===== src/rtl/gpio_sc_pkg.sv =====
package gpio_sc_pkg;

    // Write operation decoded from one bus cycle
    typedef enum logic [2:0] {
        WOP_IDLE,
        WOP_FLOAT,
        WOP_SET,
        WOP_CLR,
        WOP_ARM
    } wop_e;

    // Read source decoded from one bus cycle
    typedef enum logic [1:0] {
        RSEL_NONE,
        RSEL_FLOAT,
        RSEL_LATCH,
        RSEL_PIN
    } rsel_e;

    // Input-enable controller states
    typedef enum logic {
        IEN_GATED,
        IEN_OPEN
    } ien_state_e;

endpackage


===== src/rtl/gpio_sc_decode.sv =====
module gpio_sc_decode
    import gpio_sc_pkg::*;
#(
    parameter int ADDR_W = 12,
    parameter logic [ADDR_W-1:0] OFS_FLOAT = 'h100,
    parameter logic [ADDR_W-1:0] OFS_SET   = 'h108,
    parameter logic [ADDR_W-1:0] OFS_CLR   = 'h10C,
    parameter logic [ADDR_W-1:0] OFS_PIN   = 'h110
) (
    input  logic [ADDR_W-1:0] addr,
    input  logic              wr,
    input  logic              rd,
    output wop_e              wop,
    output rsel_e             rsel
);

    always_comb begin
        wop = WOP_IDLE;
        if (wr) begin
            if (addr == OFS_FLOAT)    wop = WOP_FLOAT;
            else if (addr == OFS_SET) wop = WOP_SET;
            else if (addr == OFS_CLR) wop = WOP_CLR;
            else if (addr == OFS_PIN) wop = WOP_ARM;
            else                      wop = WOP_IDLE;
        end
    end

    always_comb begin
        rsel = RSEL_NONE;
        if (rd) begin
            if (addr == OFS_FLOAT)    rsel = RSEL_FLOAT;
            else if (addr == OFS_SET) rsel = RSEL_LATCH;
            else if (addr == OFS_PIN) rsel = RSEL_PIN;
            else                      rsel = RSEL_NONE;
        end
    end

endmodule


===== src/rtl/gpio_sc_sync.sv =====
module gpio_sc_sync #(
    parameter int WIDTH  = 32,
    parameter int STAGES = 2
) (
    input  logic             clk,
    input  logic             rst_n,
    input  logic [WIDTH-1:0] d,
    output logic [WIDTH-1:0] q
);

    logic [WIDTH-1:0] stage_q [STAGES];

    for (genvar s = 0; s < STAGES; s++) begin : g_stage
        if (s == 0) begin : g_first
            always_ff @(posedge clk or negedge rst_n) begin
                if (!rst_n) stage_q[s] <= '0;
                else        stage_q[s] <= d;
            end
        end else begin : g_next
            always_ff @(posedge clk or negedge rst_n) begin
                if (!rst_n) stage_q[s] <= '0;
                else        stage_q[s] <= stage_q[s-1];
            end
        end
    end

    assign q = stage_q[STAGES-1];

endmodule


===== src/rtl/gpio_sc_ien_fsm.sv =====
module gpio_sc_ien_fsm
    import gpio_sc_pkg::*;
(
    input  logic clk,
    input  logic rst_n,
    input  logic arm,
    output logic ien
);

    ien_state_e state_q, state_d;

    always_comb begin
        state_d = state_q;
        unique case (state_q)
            IEN_GATED: if (arm) state_d = IEN_OPEN;
            IEN_OPEN:  state_d = IEN_OPEN;
            default:   state_d = IEN_GATED;
        endcase
    end

    always_ff @(posedge clk or negedge rst_n) begin
        if (!rst_n) state_q <= IEN_GATED;
        else        state_q <= state_d;
    end

    always_comb begin
        unique case (state_q)
            IEN_OPEN: ien = 1'b1;
            default:  ien = 1'b0;
        endcase
    end

    // once open, sampling never closes again before reset
    p_ien_sticky_r7: assert property (@(posedge clk) disable iff (!rst_n)
        ien |=> ien);

    // an arm request opens sampling on the next cycle
    p_ien_arm_r7: assert property (@(posedge clk) disable iff (!rst_n)
        arm |=> ien);

endmodule


===== src/rtl/gpio_sc_drive.sv =====
module gpio_sc_drive
    import gpio_sc_pkg::*;
#(
    parameter int WIDTH = 32
) (
    input  logic             clk,
    input  logic             rst_n,
    input  wop_e             wop,
    input  logic [WIDTH-1:0] mask,
    output logic [WIDTH-1:0] out_q,
    output logic [WIDTH-1:0] float_q
);

    logic [WIDTH-1:0] out_d, float_d;

    always_comb begin
        out_d   = out_q;
        float_d = float_q;
        unique case (wop)
            WOP_FLOAT: float_d = float_q | mask;
            WOP_SET: begin
                out_d   = out_q | mask;
                float_d = float_q & ~mask;
            end
            WOP_CLR: begin
                out_d   = out_q & ~mask;
                float_d = float_q & ~mask;
            end
            WOP_IDLE, WOP_ARM: begin
                out_d   = out_q;
                float_d = float_q;
            end
            default: begin
                out_d   = out_q;
                float_d = float_q;
            end
        endcase
    end

    always_ff @(posedge clk or negedge rst_n) begin
        if (!rst_n) begin
            out_q   <= '0;
            float_q <= '1;
        end else begin
            out_q   <= out_d;
            float_q <= float_d;
        end
    end

    // raised pins are high and driven after the write
    p_set_drives_r2: assert property (@(posedge clk) disable iff (!rst_n)
        (wop == WOP_SET) |=> (((out_q & $past(mask)) == $past(mask)) &&
                              ((float_q & $past(mask)) == '0)));

    // zero bits of a raise write keep their latch value
    p_set_keeps_r2: assert property (@(posedge clk) disable iff (!rst_n)
        (wop == WOP_SET) |=> ((out_q & ~$past(mask)) == ($past(out_q) & ~$past(mask))));

    // lowered pins are low and driven after the write
    p_clr_drives_r3: assert property (@(posedge clk) disable iff (!rst_n)
        (wop == WOP_CLR) |=> (((out_q & $past(mask)) == '0) &&
                              ((float_q & $past(mask)) == '0)));

    // a float write releases pins and leaves the latch alone
    p_float_r4: assert property (@(posedge clk) disable iff (!rst_n)
        (wop == WOP_FLOAT) |=> ($stable(out_q) &&
                                ((float_q & $past(mask)) == $past(mask))));

    // cycles with no drive operation change no drive state
    p_idle_hold_r9: assert property (@(posedge clk) disable iff (!rst_n)
        ((wop == WOP_IDLE) || (wop == WOP_ARM)) |=> ($stable(out_q) && $stable(float_q)));

endmodule


===== src/rtl/gpio_sc_port.sv =====
module gpio_sc_port
    import gpio_sc_pkg::*;
#(
    parameter int ADDR_W      = 12,
    parameter int PINS        = 32,
    parameter int SYNC_STAGES = 2
) (
    input  logic              clk,
    input  logic              rst_n,
    input  logic [ADDR_W-1:0] bus_addr,
    input  logic [PINS-1:0]   bus_wdata,
    input  logic              bus_wr,
    input  logic              bus_rd,
    output logic [PINS-1:0]   bus_rdata,
    output logic [PINS-1:0]   pin_out,
    output logic [PINS-1:0]   pin_oe,
    input  logic [PINS-1:0]   pin_in
);

    localparam logic [ADDR_W-1:0] OFS_FLOAT = ADDR_W'('h100);
    localparam logic [ADDR_W-1:0] OFS_SET   = ADDR_W'('h108);
    localparam logic [ADDR_W-1:0] OFS_CLR   = ADDR_W'('h10C);
    localparam logic [ADDR_W-1:0] OFS_PIN   = ADDR_W'('h110);

    wop_e            wop;
    rsel_e           rsel;
    logic            ien;
    logic [PINS-1:0] out_q, float_q, synced, pin_q, rd_mux;

    gpio_sc_decode #(
        .ADDR_W   (ADDR_W),
        .OFS_FLOAT(OFS_FLOAT),
        .OFS_SET  (OFS_SET),
        .OFS_CLR  (OFS_CLR),
        .OFS_PIN  (OFS_PIN)
    ) u_decode (
        .addr(bus_addr),
        .wr  (bus_wr),
        .rd  (bus_rd),
        .wop (wop),
        .rsel(rsel)
    );

    gpio_sc_drive #(.WIDTH(PINS)) u_drive (
        .clk    (clk),
        .rst_n  (rst_n),
        .wop    (wop),
        .mask   (bus_wdata),
        .out_q  (out_q),
        .float_q(float_q)
    );

    gpio_sc_ien_fsm u_ien (
        .clk  (clk),
        .rst_n(rst_n),
        .arm  (wop == WOP_ARM),
        .ien  (ien)
    );

    gpio_sc_sync #(.WIDTH(PINS), .STAGES(SYNC_STAGES)) u_sync (
        .clk  (clk),
        .rst_n(rst_n),
        .d    (pin_in),
        .q    (synced)
    );

    // pin-state register, forced to zero while sampling is gated
    always_ff @(posedge clk or negedge rst_n) begin
        if (!rst_n)   pin_q <= '0;
        else if (ien) pin_q <= synced;
        else          pin_q <= '0;
    end

    always_comb begin
        unique case (rsel)
            RSEL_FLOAT: rd_mux = float_q;
            RSEL_LATCH: rd_mux = out_q;
            RSEL_PIN:   rd_mux = pin_q;
            default:    rd_mux = '0;
        endcase
    end

    always_ff @(posedge clk or negedge rst_n) begin
        if (!rst_n)      bus_rdata <= '0;
        else if (bus_rd) bus_rdata <= rd_mux;
    end

    assign pin_out = out_q;
    assign pin_oe  = ~float_q;

    // while gated, the pin-state register stays zero
    p_gated_zero_r6: assert property (@(posedge clk) disable iff (!rst_n)
        !ien |=> (pin_q == '0));

    // read data moves only on a read strobe
    p_rdata_hold_r10: assert property (@(posedge clk) disable iff (!rst_n)
        !bus_rd |=> $stable(bus_rdata));

    // reads of unmapped addresses return zero
    p_unmapped_rd_r9: assert property (@(posedge clk) disable iff (!rst_n)
        (bus_rd && (rsel == RSEL_NONE)) |=> (bus_rdata == '0));

endmodule


===== config.mk =====
export PLATFORM = sky130hd
export DESIGN_NAME = gpio_sc_port
export DESIGN_NICKNAME = d
export VERILOG_FILES = /design/src/rtl/gpio_sc_pkg.sv /design/src/rtl/gpio_sc_decode.sv /design/src/rtl/gpio_sc_sync.sv /design/src/rtl/gpio_sc_ien_fsm.sv /design/src/rtl/gpio_sc_drive.sv /design/src/rtl/gpio_sc_port.sv
export SDC_FILE = /design/constraint.sdc
export NUM_CORES = 1
export LEC_CHECK = 0
export ABC_AREA = 1
export BUFFER_PORTS_ARGS = -buffer_cell sky130_fd_sc_hd__clkbuf_2
export CORE_MARGIN = 4
export CORE_UTILIZATION = 35
export CTS_CLUSTER_SIZE = 10
export DETAILED_ROUTE_END_ITERATION = 10
export GPL_TIMING_DRIVEN = 0
export SKIP_LAST_GASP = 1
export SYNTH_ARGS = -nofsm -noshare
export SYNTH_HDL_FRONTEND = slang
export SYNTH_SLANG_ARGS = --single-unit

===== constraint.sdc =====
create_clock -name clk -period 1.4 [get_ports clk]
set_clock_uncertainty 0.15 [all_clocks]
set_input_delay 0.07 -clock clk [delete_from_list [all_inputs] [get_ports clk]]
set_output_delay 0.07 -clock clk [all_outputs]
set_load 0.005 [all_outputs]

# Yosys cells after proc, flatten, opt, wreduce, memory -nomap -nowiden
# Index checks and enable logic that the tools add are counted.
word_totals:
  word_cells: 44
  in_bits: 80
  output_inout_bits: 96
  regBits: 193
classes:
  reduce_logical: 3
  n_eq_ne: 11
  muxes: 16
  bitwise: 7
op_table:
  columns: ["cell", "n"]
  rows:
  - ["32-bit case mux with 2 select lines", 2]
  - ["32-bit case mux with 3 select lines", 1]
  - ["32-bit AND", 2]
  - ["32-bit NOT", 2]
  - ["32-bit OR", 2]
  - ["12-bit by 9-bit equality test with 1-bit output, second input constant", 4]
  - ["32-bit 2-to-1 mux", 1]
  - ["3-bit 2-to-1 mux", 5]
  - ["2-bit 2-to-1 mux", 4]
  - ["3-bit by 2-bit equality test with 1-bit output, second input constant", 2]
  - ["2-bit equality test, second input constant", 2]
  - ["2-bit nonzero test", 2]
  - ["3-bit by 1-bit equality test with 1-bit output, second input constant", 1]
  - ["3-bit equality test, second input constant", 1]
  - ["2-bit by 1-bit equality test with 1-bit output, second input constant", 1]
  - ["1-bit 2-to-1 mux", 2]
  - ["1-bit case mux with 2 select lines", 1]
  - ["2-bit OR reduction", 1]
  - ["1-bit NOT", 1]

# Longest topological paths before layout
logic_depth:
  ltp_word: 9
  mapped_depth: 10

# Cells and area by module
# From an unflattened synthesis, not the netlist that was laid out.
hier_totals:
  hier_cells: 894
  area_unflattened_um2: 8099.0
by_module_without_submodules:
  columns: ["module", "cells_each", "n_inst", "area_each_um2"]
  rows:
  - ["gpio_sc_port", 418, 1, 3193.1]
  - ["gpio_sc_drive", 337, 1, 2832.7]
  - ["gpio_sc_sync", 96, 1, 1841.8]
  - ["gpio_sc_decode", 39, 1, 195.2]
  - ["gpio_sc_ien_fsm", 4, 1, 36.3]

# Worst setup path after synthesis
# OpenSTA, ideal clock, no wires.
synth_timing:
  path_type: "input -> register"
  start: "input bus_addr[1]"
  end: "register (tool-made name)"
  setup_slack_ps: 238
  arrival_time_ps: 891
  path_stages: 9
  path_buffers: 1
  required_ps: 1129
  path_cell_list: "nor2_2 nand2_2 nor2_4 nand2_1 nand2_2 nand2_4 buf_6 nand2_1 nand2_1"
synth_rtl:
  columns: ["item", "line", "text"]
  rows:
  - ["from (decl)", "gpio_sc_port.sv:10", "input logic [ADDR_W-1:0] bus_addr,"]

==> qor.txt <==
LAYOUT
--------------------------------------------------------------------------------------------------
Fill cell total of the finished layout                                                       2,111
Cell area after layout                                                                  10,400 µm²
Number of non-filler instances in the completed layout                                       1,328
Fraction of layout cells with a size suffix above 1                                          31.8%
Layout Area Growth over Synthesis                                                            34.2%
Number of nets in the layout                                                                 1,115
Most common cell after layout, fill and taps aside                                        clkbuf_2
Commonest non-fill, non-tap cells in the layout                                       176 x clkbuf_2, 161 x dfrtp_1, 160 x nand4_1
ANT cells                                                                                        0

TIMING
--------------------------------------------------------------------------------------------------
Worst Hold Slack                                                                         -0.500 ns
Normalized max-slew margin                                                                   48.6%
Final clock period utilization by the worst path                                             97.4%
Final setup slack of the worst path                                                      0.0369 ns
Post-route setup TNS                                                                          0 ns
Shortest clock period the worst path allows after layout                                   1.36 ns
Max-slew violation count                                                                         0
Fmax                                                                                     0.734 GHz
Worst-Margin Slew                                                                         0.771 ns
Final Hold Violating Endpoints                                                                  77
Final number of setup-violating endpoints                                                        0

CLOCK NETWORK
--------------------------------------------------------------------------------------------------
Clock tree sinks                                                                               193
Total number of H-tree levels                                                                    4
CTS tree                                                                                       yes
Num CTS Buffers                                                                                 17
Maximum clock path buffer count                                                                  2
Clock transition time at the flip-flop clock pins of the worst setup and hold paths        0.08 ns
Number of hold-repair buffers added at the cts stage                                            70
CTS Root Buffer Type                                                                     clkbuf_16
Clk_lat worst skew                                                                         0.43 ns

DETAILED ROUTING
--------------------------------------------------------------------------------------------------
First-pass detailed-route iteration total                                                        7
Detail Route Antenna Nets                                                                        0
Routed wire length                                                                       24,300 µm
DR vias                                                                                      6,602
Drt initial violations                                                                         498
Remaining routing DRC violations                                                                 0
Average wire length per cell after detail routing                                          18.3 µm
Via density per instance                                                                      4.97

POWER
--------------------------------------------------------------------------------------------------
Maximum resistive drop on vdd                                                             0.903 mV
Pwr dens                                                                               1100 nW/µm²
Leakage power                                                                           0.00560 µW

LOGIC SYNTHESIS
--------------------------------------------------------------------------------------------------
Proportion of synthesized area in mux cells                                                     0%
Synthesized net count                                                                          843
Synth Area in Adders                                                                            0%
Number of enable-type register cells in the synthesized netlist                                  0
Fraction of the yosys area taken by sequential cells                                         63.0%
Async set-or-reset flop fraction in the synthesized netlist                                   100%
Synthesized area                                                                          7730 µm²
Share of Yosys cell area claimed by the top area cell type                                   52.1%
Fraction of the mapped netlist area in simple logic gates                                    23.6%
Area fraction in compound gates after synthesis                                              4.24%
Average cell area after synthesis                                                         10.1 µm²
Flop and latch count out of synthesis                                                          193
Number of distinct library cells after synthesis                                                21
Top area cells in the synthesized netlist                                             dfrtp_1 52%, nand4_1 13%, dfstp_2 11%, nand2_1 6.5%, inv_1 5.0%
Yosys Warn Count                                                                                 0
Dominant combinational cell family by area after synthesis                            simple AND/OR/NAND/NOR gates
Share of the synthesized netlist area taken by xor and xnor gates                               0%
Post-synth top area cell                                                                   dfrtp_1
Most instantiated flip-flop cell in the synthesis netlist                                  dfrtp_1
Gate count of the mapped netlist                                                               763

SETUP PATH
--------------------------------------------------------------------------------------------------
Worst Path Buf+Inv                                                                               2
Cell with the biggest individual delay on the critical path                                dfstp_2
Reg-to-reg critical path startpoint                                                   u_ien.state_q
Critical Path End Type                                                                primary output
Type of the worst setup path                                                          flip-flop to primary output
Required time of the critical path                                                         1.18 ns
Maximum cell stage delay along the critical path                                           0.54 ns
Arrival time reported for the critical path endpoint                                       1.14 ns
Type of element launching the critical path                                              flip-flop
Maximum fanout along the worst path                                                              2
Cell type group with the largest total delay on the critical path                       flip-flops
Worst reg2reg setup slack                                                                  0.06 ns
Reg-to-Reg End                                                                            pin_q[1]
Critical path, cell by cell                                                           inv_1, clkbuf_2
Worst reg2reg path depth                                                                         4

PLACEMENT
--------------------------------------------------------------------------------------------------
Port Buf Inserts                                                                               173
GP Congestion                                                                                0.823
Detail Placement HPWL                                                                    16,700 µm
Post-placement worst setup slack                                                         -0.235 ns
Instance count after placement with tap cells included                                       1,217
DP Area                                                                                   8980 µm²

GLOBAL ROUTING
--------------------------------------------------------------------------------------------------
Via count of the first global-routing pass                                                   6,678
Total congestion overflow after global routing                                                   0
Overall track demand over capacity in global routing                                         19.9%
Maximum number of pins on one net before global-route repair                                   118
Global-route wire length before repair                                                   37,300 µm
Initial antenna violation count                                                                  1

MIN PATH
--------------------------------------------------------------------------------------------------
Hold Path Class                                                                       input pin to async pin

OUTCOME
--------------------------------------------------------------------------------------------------
Run status                                                                            finished, violations left
Failing checks                                                                         hold timing

FLOORPLANNING
--------------------------------------------------------------------------------------------------
Die Footprint                                                                           24,500 µm²
Horizontal extent of the die                                                                157 µm
Core area                                                                               21,800 µm²
Row Count                                                                                       54
Number of primary I/O pins                                                                     176
Starting Density                                                                             35.5%
Die span in y                                                                               157 µm

JOB
--------------------------------------------------------------------------------------------------
Max-cap check violation count                                                                    0

worst reg2reg max path: stages (launching register included):
cell	delay, ns
dfrtp_1	0.33
clkbuf_1	0.34
clkbuf_2	0.29
nand2_1	0.08
inv_1	0.08
per-layer routing:
metal	GRT usage [%]	routed length (µm)	up-vias
met5	0	13	-
met4	7.36	562	2
met3	5.89	1720	42
met2	32.3	11900	247
met1	25.4	10100	3201
li1	-	-	3110
final cells by class:
cell class | count | area, µm² | share of cell area [%]
sequential | 193 | 4870 | 46.9
multi-input combinational | 411 | 2150 | 20.7
timing repair buffer | 253 | 1680 | 16.2
clock buffer | 18 | 439 | 4.23
inverter | 103 | 387 | 3.73
tap | 280 | 350 | 3.38
buffer | 56 | 330 | 3.18
clock inverter | 14 | 169 | 1.63
kinds of logic after synthesis:
logic type,after synthesis
compound gates,65
buf+inv,159
flops,193
simple gates,346
timing repair:
item / in CTS / in global routing
gates resized for setup: 3 / 13
setup endpoints to repair: 22 / 46
cloned: 0 / 0
endpoints found under the hold margin: 177 / 71
setup buffers: 0 / 10
stage by stage:
stage | power (µW) | util [%]
floorplan | 5990 | -
finish | 11400 | 47.7
global placement | 6330 | 41.1
detailed placement | 6350 | 41.3
global route | 11900 | 47.7
CTS | 11500 | 47.3
power by group:
part	internal [µW]	total [µW]	switching [µW]
Clock	2750	5040	2290
Sequential	5690	5730	35.3
Combinational	265	665	400
Total	8710	11400	2720
synthesized netlist by cell type, types with 3 or more instances:
cell	number
buf_4	3
dfstp_2	32
nand2_1	134
clkbuf_1	19
buf_6	10
dfrtp_1	161
nor2_2	33
a21oi_1	32
nand4_1	160
nand2_2	4
o21ai_1	4
nor2_1	9
inv_1	102
buf_2	21
buf_1	3
o21ai_0	28
worst max path at each step:
stage,startpoint,to,cells past startpoint,slack [ns]
CTS,flip-flop,pin_oe[7],2,0.0001
global placement,rst_n,u_sync.stage_q[40],1,-3.57
finish,flip-flop,pin_oe[11],2,0.04
detailed placement,bus_addr[10],bus_rdata[5],7,-0.23
floorplan,bus_addr[1],flip-flop,9,0.24
global route,flip-flop,pin_oe[29],2,-0.0009
Power figures use the tool's default switching activity.
